===== src/rtl/link_cfg_pkg.sv =====
package link_cfg_pkg;
  localparam int unsigned RATE_W = 20;

  localparam logic [7:0] CODE_SLOW = 8'h06;
  localparam logic [7:0] CODE_MED  = 8'h0A;
  localparam logic [7:0] CODE_FAST = 8'h14;

  localparam logic [RATE_W-1:0] KHZ_SLOW = 20'd162000;
  localparam logic [RATE_W-1:0] KHZ_MED  = 20'd270000;
  localparam logic [RATE_W-1:0] KHZ_FAST = 20'd540000;

  typedef enum logic [1:0] {ST_IDLE, ST_MUL, ST_LANE, ST_RATE} sel_state_t;

  // rate code to kHz; unknown codes fall back to the slowest rate
  function automatic logic [RATE_W-1:0] code_to_khz(input logic [7:0] code);
    logic [RATE_W-1:0] khz;
    case (code)
      CODE_MED:  khz = KHZ_MED;
      CODE_FAST: khz = KHZ_FAST;
      default:   khz = KHZ_SLOW;
    endcase
    return khz;
  endfunction
endpackage


===== src/rtl/link_cfg_mult.sv =====
// Sequential shift-and-add multiplier: one multiplier bit per cycle.
module link_cfg_mult #(
  parameter int unsigned A_W = 20,
  parameter int unsigned B_W = 6
) (
  input  logic               clk,
  input  logic               rst,
  input  logic               go,
  input  logic [A_W-1:0]     a,
  input  logic [B_W-1:0]     b,
  output logic [A_W+B_W-1:0] prod,
  output logic               fin
);
  localparam int unsigned P_W   = A_W + B_W;
  localparam int unsigned CNT_W = $clog2(B_W + 1);

  logic [P_W-1:0]   a_sh;
  logic [B_W-1:0]   b_sh;
  logic [CNT_W-1:0] cnt;
  logic             run;
  logic [A_W-1:0]   a_q;
  logic [B_W-1:0]   b_q;

  always_ff @(posedge clk) begin
    if (rst) begin
      a_sh <= '0;
      b_sh <= '0;
      cnt  <= '0;
      run  <= 1'b0;
      prod <= '0;
      fin  <= 1'b0;
      a_q  <= '0;
      b_q  <= '0;
    end else begin
      fin <= 1'b0;
      if (go && !run) begin
        a_sh <= P_W'(a);
        b_sh <= b;
        a_q  <= a;
        b_q  <= b;
        prod <= '0;
        cnt  <= CNT_W'(B_W);
        run  <= 1'b1;
      end else if (run) begin
        if (b_sh[0]) prod <= prod + a_sh;
        a_sh <= a_sh << 1;
        b_sh <= b_sh >> 1;
        cnt  <= cnt - 1'b1;
        if (cnt == CNT_W'(1)) begin
          run <= 1'b0;
          fin <= 1'b1;
        end
      end
    end
  end

  // the product presented with fin is the exact product of the operands
  a_r2_product: assert property (@(posedge clk) disable iff (rst)
    fin |-> (prod == P_W'(a_q) * P_W'(b_q)));
endmodule


===== src/rtl/link_cfg_fit.sv =====
// Capacity test: demand <= rate * 2^shift * 8, without division.
module link_cfg_fit #(
  parameter int unsigned RATE_W = 20,
  parameter int unsigned SH_W   = 3,
  parameter int unsigned CMP_W  = 32
) (
  input  logic [RATE_W-1:0] rate,
  input  logic [SH_W-1:0]   shift,
  input  logic [CMP_W-1:0]  demand,
  output logic              fits
);
  logic [CMP_W-1:0] cap;

  always_comb begin
    cap  = (CMP_W'(rate) << 3) << shift;
    fits = (demand <= cap);
  end
endmodule


===== src/rtl/link_cfg_select.sv =====
module link_cfg_select
  import link_cfg_pkg::*;
#(
  parameter int unsigned PIX_W        = 20,
  parameter int unsigned BPC_W        = 4,
  parameter int unsigned LANE_FIELD_W = 5
) (
  input  logic                    clk,
  input  logic                    rst,
  input  logic                    start_i,
  input  logic [PIX_W-1:0]        pix_khz_i,
  input  logic [BPC_W-1:0]        bpc_i,
  input  logic [7:0]              max_rate_code_i,
  input  logic [7:0]              max_lane_byte_i,
  input  logic                    sink_v12_i,
  input  logic                    bridge_fix_i,
  output logic                    busy_o,
  output logic                    done_o,
  output logic [LANE_FIELD_W:0]   lanes_o,
  output logic [19:0]             rate_khz_o,
  output logic                    mode_ok_o
);
  localparam int unsigned BPP_W  = BPC_W + 2;
  localparam int unsigned LANE_W = LANE_FIELD_W + 1;
  localparam int unsigned SH_W   = $clog2(LANE_FIELD_W + 1);
  localparam int unsigned PROD_W = PIX_W + BPP_W;
  localparam int unsigned CAP_W  = RATE_W + LANE_FIELD_W + 3;
  localparam int unsigned CMP_W  = (PROD_W > CAP_W) ? PROD_W : CAP_W;
  localparam int unsigned N_CAND = 4;

  sel_state_t             state;
  logic [RATE_W-1:0]      max_rate_q;
  logic [LANE_FIELD_W-1:0] max_lanes_q;
  logic                   v12_q;
  logic                   bridge_q;
  logic [CMP_W-1:0]       demand_q;
  logic [SH_W-1:0]        shift_q;
  logic [BPP_W-1:0]       bpp;
  logic [PROD_W-1:0]      mul_prod;
  logic                   mul_fin;
  logic                   accept;
  logic [LANE_W-1:0]      lane_cur;
  logic [RATE_W-1:0]      cand [N_CAND];
  logic [N_CAND-1:0]      fit;
  logic [RATE_W-1:0]      rate_pick;

  assign accept   = start_i && (state == ST_IDLE);
  assign lane_cur = LANE_W'(1) << shift_q;

  // bits per pixel from component depth
  always_comb begin
    if (bpc_i == '0) bpp = BPP_W'(24);
    else             bpp = BPP_W'(3) * BPP_W'(bpc_i);
  end

  link_cfg_mult #(.A_W(PIX_W), .B_W(BPP_W)) u_mult (
    .clk  (clk),
    .rst  (rst),
    .go   (accept),
    .a    (pix_khz_i),
    .b    (bpp),
    .prod (mul_prod),
    .fin  (mul_fin)
  );

  // candidate rates: sink maximum, then the three fixed rates
  always_comb begin
    cand[0] = max_rate_q;
    cand[1] = KHZ_SLOW;
    cand[2] = KHZ_MED;
    cand[3] = KHZ_FAST;
  end

  for (genvar k = 0; k < N_CAND; k++) begin : g_fit
    link_cfg_fit #(.RATE_W(RATE_W), .SH_W(SH_W), .CMP_W(CMP_W)) u_fit (
      .rate   (cand[k]),
      .shift  (shift_q),
      .demand (demand_q),
      .fits   (fit[k])
    );
  end

  // rate priority for the chosen lane count
  always_comb begin
    if (bridge_q)              rate_pick = KHZ_MED;
    else if (fit[1])           rate_pick = KHZ_SLOW;
    else if (fit[2])           rate_pick = KHZ_MED;
    else if (v12_q && fit[3])  rate_pick = KHZ_FAST;
    else                       rate_pick = max_rate_q;
  end

  always_ff @(posedge clk) begin
    if (rst) begin
      state       <= ST_IDLE;
      max_rate_q  <= '0;
      max_lanes_q <= '0;
      v12_q       <= 1'b0;
      bridge_q    <= 1'b0;
      demand_q    <= '0;
      shift_q     <= '0;
      busy_o      <= 1'b0;
      done_o      <= 1'b0;
      lanes_o     <= '0;
      rate_khz_o  <= '0;
      mode_ok_o   <= 1'b0;
    end else begin
      done_o <= 1'b0;
      case (state)
        ST_IDLE: begin
          if (start_i) begin
            max_rate_q  <= code_to_khz(max_rate_code_i);
            max_lanes_q <= max_lane_byte_i[LANE_FIELD_W-1:0];
            v12_q       <= sink_v12_i;
            bridge_q    <= bridge_fix_i;
            busy_o      <= 1'b1;
            state       <= ST_MUL;
          end
        end
        ST_MUL: begin
          if (mul_fin) begin
            demand_q <= CMP_W'(mul_prod);
            shift_q  <= '0;
            state    <= ST_LANE;
          end
        end
        ST_LANE: begin
          // widen while below the sink maximum and not fitting at max rate
          if ((lane_cur < LANE_W'(max_lanes_q)) && !fit[0]) shift_q <= shift_q + 1'b1;
          else                                              state   <= ST_RATE;
        end
        ST_RATE: begin
          lanes_o    <= lane_cur;
          rate_khz_o <= rate_pick;
          mode_ok_o  <= !((rate_pick == KHZ_FAST) && !v12_q);
          busy_o     <= 1'b0;
          done_o     <= 1'b1;
          state      <= ST_IDLE;
        end
        default: state <= ST_IDLE;
      endcase
    end
  end

  // completion is a single-cycle pulse
  a_r8_done_pulse: assert property (@(posedge clk) disable iff (rst)
    done_o |=> !done_o);
  // completion never coincides with busy
  a_r8_done_idle: assert property (@(posedge clk) disable iff (rst)
    done_o |-> !busy_o);
  // results hold while idle
  a_r8_hold: assert property (@(posedge clk) disable iff (rst)
    !busy_o |=> ($stable(lanes_o) && $stable(rate_khz_o) && $stable(mode_ok_o)));
  // the lane count is a power of two
  a_r3_pow2: assert property (@(posedge clk) disable iff (rst)
    done_o |-> ($countones(lanes_o) == 1));
  // only the three listed rates are produced
  a_r5_rate_legal: assert property (@(posedge clk) disable iff (rst)
    done_o |-> (rate_khz_o == KHZ_SLOW || rate_khz_o == KHZ_MED || rate_khz_o == KHZ_FAST));
  // any rate below the top one is always a valid mode
  a_r7_low_rate_ok: assert property (@(posedge clk) disable iff (rst)
    (done_o && rate_khz_o != KHZ_FAST) |-> mode_ok_o);
  // the bridge override pins the rate
  a_r6_bridge: assert property (@(posedge clk) disable iff (rst)
    (done_o && bridge_q) |-> (rate_khz_o == KHZ_MED));
endmodule


===== config.mk =====
export PLATFORM = sky130hd
export DESIGN_NAME = link_cfg_select
export DESIGN_NICKNAME = d
export VERILOG_FILES = /design/src/rtl/link_cfg_pkg.sv /design/src/rtl/link_cfg_mult.sv /design/src/rtl/link_cfg_fit.sv /design/src/rtl/link_cfg_select.sv
export SDC_FILE = /design/constraint.sdc
export NUM_CORES = 1
export LEC_CHECK = 0
export BUFFER_PORTS_ARGS = -buffer_cell sky130_fd_sc_hd__buf_2
export CORE_ASPECT_RATIO = 1.5
export CORE_MARGIN = 2
export CORE_UTILIZATION = 55
export CTS_BUF_LIST = sky130_fd_sc_hd__clkbuf_2 sky130_fd_sc_hd__clkbuf_4 sky130_fd_sc_hd__clkbuf_8
export CTS_CLUSTER_SIZE = 24
export DETAILED_ROUTE_END_ITERATION = 7
export PLACE_DENSITY_LB_ADDON = 0.25
export SLEW_MARGIN = 20
export SYNTH_ARGS = -nofsm -noshare
export SYNTH_HDL_FRONTEND = slang
export SYNTH_SLANG_ARGS = --single-unit
export TNS_END_PERCENT = 1

===== constraint.sdc =====
create_clock -name clk -period 5.3 [get_ports clk]
set_clock_uncertainty 0.2 [all_clocks]
set_input_delay 0.53 -clock clk [delete_from_list [all_inputs] [get_ports clk]]
set_output_delay 0.53 -clock clk [all_outputs]
set_load 0.02 [all_outputs]

==> results.cfg <==
[run_status]
outcome = complete, no violations

[setup_path]
crit_path_end_kind = flip-flop
reg2reg_depth = 14
path_class = reg -> reg
cp_data_arrival_time_ns = 3.96
critPathLaunchType = flip-flop
cp_max_fo = 31
crit_required_ns = 5.41

[timing]
period_minus_slack_ns = 3.84
tightest_slew_ns = 0.883
setup_viol = 0
rsz0062_at_grt = no
clock.fmax_mhz = 260
hold_viol = 0
fin_setup_tns_ns = 0
drv_slew = 0
setup_ws_ns = 1.46
relSlewSlack = 0.411
final.period_utilization = 0.725

[synth]
synth_area_um2 = 9060
synthCells = 1186
synth.distinct_cells = 76
synth-main-ff-cell = dfxtp_1
synth_top_area_cell = dfxtp_1
syn_area_per_cell_um2 = 7.64
synth-async-reset-ratio = 0
synth-edff-count = 0
synth_top_area_frac = 0.274
synth_warnings = 0
synth_seq_cells = 124
yosys-top-cells-area = dfxtp_1 27%, ha_1 17%, a21oi_1 9.0%
ys_seq_area_frac = 0.274

[route]
dr.first_iter.drc_count = 467
dr.pass1.iters = 5
viasPerCell = 5.82
vias = 8336
ant_nets = 0
avgRoutedWirePerCell_um = 16.0
totalWireLength_mm = 22.9
drcViolationCount = 0

[cts]
clock_path_buffers = 2
post_cts_buffers = 0
clkLatencyLatePin_ns = 0.46
cts-hold-fix-buffers = 0
cts_max_level = 4
cts_tree = built
clkTransAtPathRegs_ns = 0.08
cts-resized-gates = 0
cts_buffers = 17
cts_root_buf = clkbuf_8
clock-sinks = 124

[layout]
drive_gt1_frac = 0.105
fin_nets = 1384
syn_to_final_growth_pct = 8.58
diodes = 0
multi_input_comb_area_um2 = 6110
fillers = 1539
final_util = 0.607
seq_area_um2 = 2480

[grt]
grt_max_degree = 50
track_usage = 0.265
grt_pass1_wl_mm = 36.7
grt-ovfl-total = 0
grt_pass1_vias = 7619
grt_antenna_before_repair = 0

[placement]
finalWeightedCongestion = 0.960
hpwl_mm = 17.5
io_buffers = 64
dp_slack_ns = 1.49

[floorplanning]
die_x_um = 109
ioPinCount = 74
row_count = 57
core_um2 = 16200
dieArea_um2 = 17500
initial_core_util = 0.559
die_h_um = 161

[pwr]
p_leak_nw = 4.31
ir_drop_uv = 243
p_per_area_nw_per_um2 = 280

[worst_hold_path]
hold_class = in -> reg
hold_depth = 3

[flow_run]
maxCapViolCount = 0
layer usage:
metal  track usage  routed length, µm  vias to the layer above
met5             0                  0                        -
met4         0.111                753                        0
met3        0.0395                723                       43
met2         0.479              12000                      171
met1         0.306               9460                     3872
li1              -                  -                     4250
cell usage after synthesis, drive strengths merged, types with 5 or more instances:
library cell  instances
nand2               200
a21oi               163
dfxtp               124
ha                  123
nor2                113
o21ai                52
inv                  45
clkbuf               41
a21o                 29
buf                  29
mux2i                23
a211oi               20
nand3                18
xnor2                18
nand4                17
nor3                 15
nor2b                13
nand2b               12
o21a                 12
nor4                 11
a31oi                 9
o21bai                8
and2                  6
or2                   6
and3                  5
o211ai                5
final timing paths:
check	slack [ns]	end	from
worst max-delay path	1.46	state[1]$_SDFFE_PP0P_	shift_q[0]$_SDFFE_PP0P_
worst max register to register	1.46	state[1]$_SDFFE_PP0P_	shift_q[0]$_SDFFE_PP0P_
worst min register to register	0.26	max_lanes_q[2]$_SDFFE_PP0P_	max_lanes_q[2]$_SDFFE_PP0P_
worst min-delay path	0.10	bridge_q$_SDFFE_PP0P_	bridge_fix_i
final cells by class:
type,instances,area share
sequential,124,0.253
inverter,45,0.0172
timing repair buffer,74,0.0402
tap,206,0.0262
clock buffer,20,0.0267
clock inverter,12,0.0162
multi-input combinational,952,0.621
cell usage in the layout, fill, tap and decap left out, types with 23 or more instances in the layout:
| cell | count |
|---|---|
| a21o_1 | 29 |
| a21oi_1 | 162 |
| buf_2 | 64 |
| dfxtp_1 | 123 |
| ha_1 | 123 |
| inv_1 | 43 |
| mux2i_1 | 23 |
| nand2_1 | 200 |
| nor2_1 | 113 |
| o21ai_0 | 44 |
report_power, final:
| group | switching [mW] | internal (mW) | total [mW] |
|---|---|---|---|
| Clock | 0.398 | 0.492 | 0.891 |
| Sequential | 0.0929 | 1.02 | 1.11 |
| Combinational | 0.470 | 0.281 | 0.751 |
| Total | 0.961 | 1.79 | 2.75 |
logic make-up (layout without fill, tap and decap cells):
family | count (synthesis) | after routing | share of synthesized area
mux | 27 | 27 | 0.0316
buf+inv | 115 | 151 | 0.0537
other cells | 1 | 6 | 0.000414
compound gates | 338 | 338 | 0.229
xor+xnor | 20 | 20 | 0.0193
flops | 124 | 124 | 0.274
simple gates | 435 | 435 | 0.217
fa+ha+maj | 126 | 126 | 0.175
critical path, cell delays in order (launching register included):
cell and delay, ns:
dfxtp_1 0.34, buf_4 0.32, mux2_2 0.42, mux2i_1 0.14, nand2_1 0.06, o21ai_0 0.09
ha_1 0.27, a21o_1 0.18, a21o_1 0.16, a21oi_1 0.26, o2111ai_1 0.17, a21o_1 0.23
a311oi_1 0.53, mux2i_1 0.25, nor2_1 0.05
sequential cells by signal (all words and copies together) (netlist names):
name,flops
u_mult.fin,1
mode_ok_o,1
max_rate_q,7
u_mult.run,1
bridge_q,1
v12_q,1
rate_khz_o,7
max_lanes_q,5
u_mult.prod,26
u_mult.b_sh,6
lanes_o,6
shift_q,3
busy_o,1
demand_q,26
u_mult.a_sh,26
state,2
done_o,1
u_mult.cnt,3
metrics by stage:
step / cell area (µm²) / power, mW / hold slack (ns) / cells
after floorplan: 9070 / 1.70 / 0.231 / 1191
after global placement: 9410 / 1.86 / 0.238 / 1401
after detailed placement: 9410 / 1.88 / 0.245 / 1401
after CTS: 9830 / 2.77 / 0.0823 / 1433
after global routing: 9830 / 2.91 / 0.115 / 1433
final: 9830 / 2.75 / 0.104 / 1433
No activity file was read; power rests on OpenSTA's default activity.
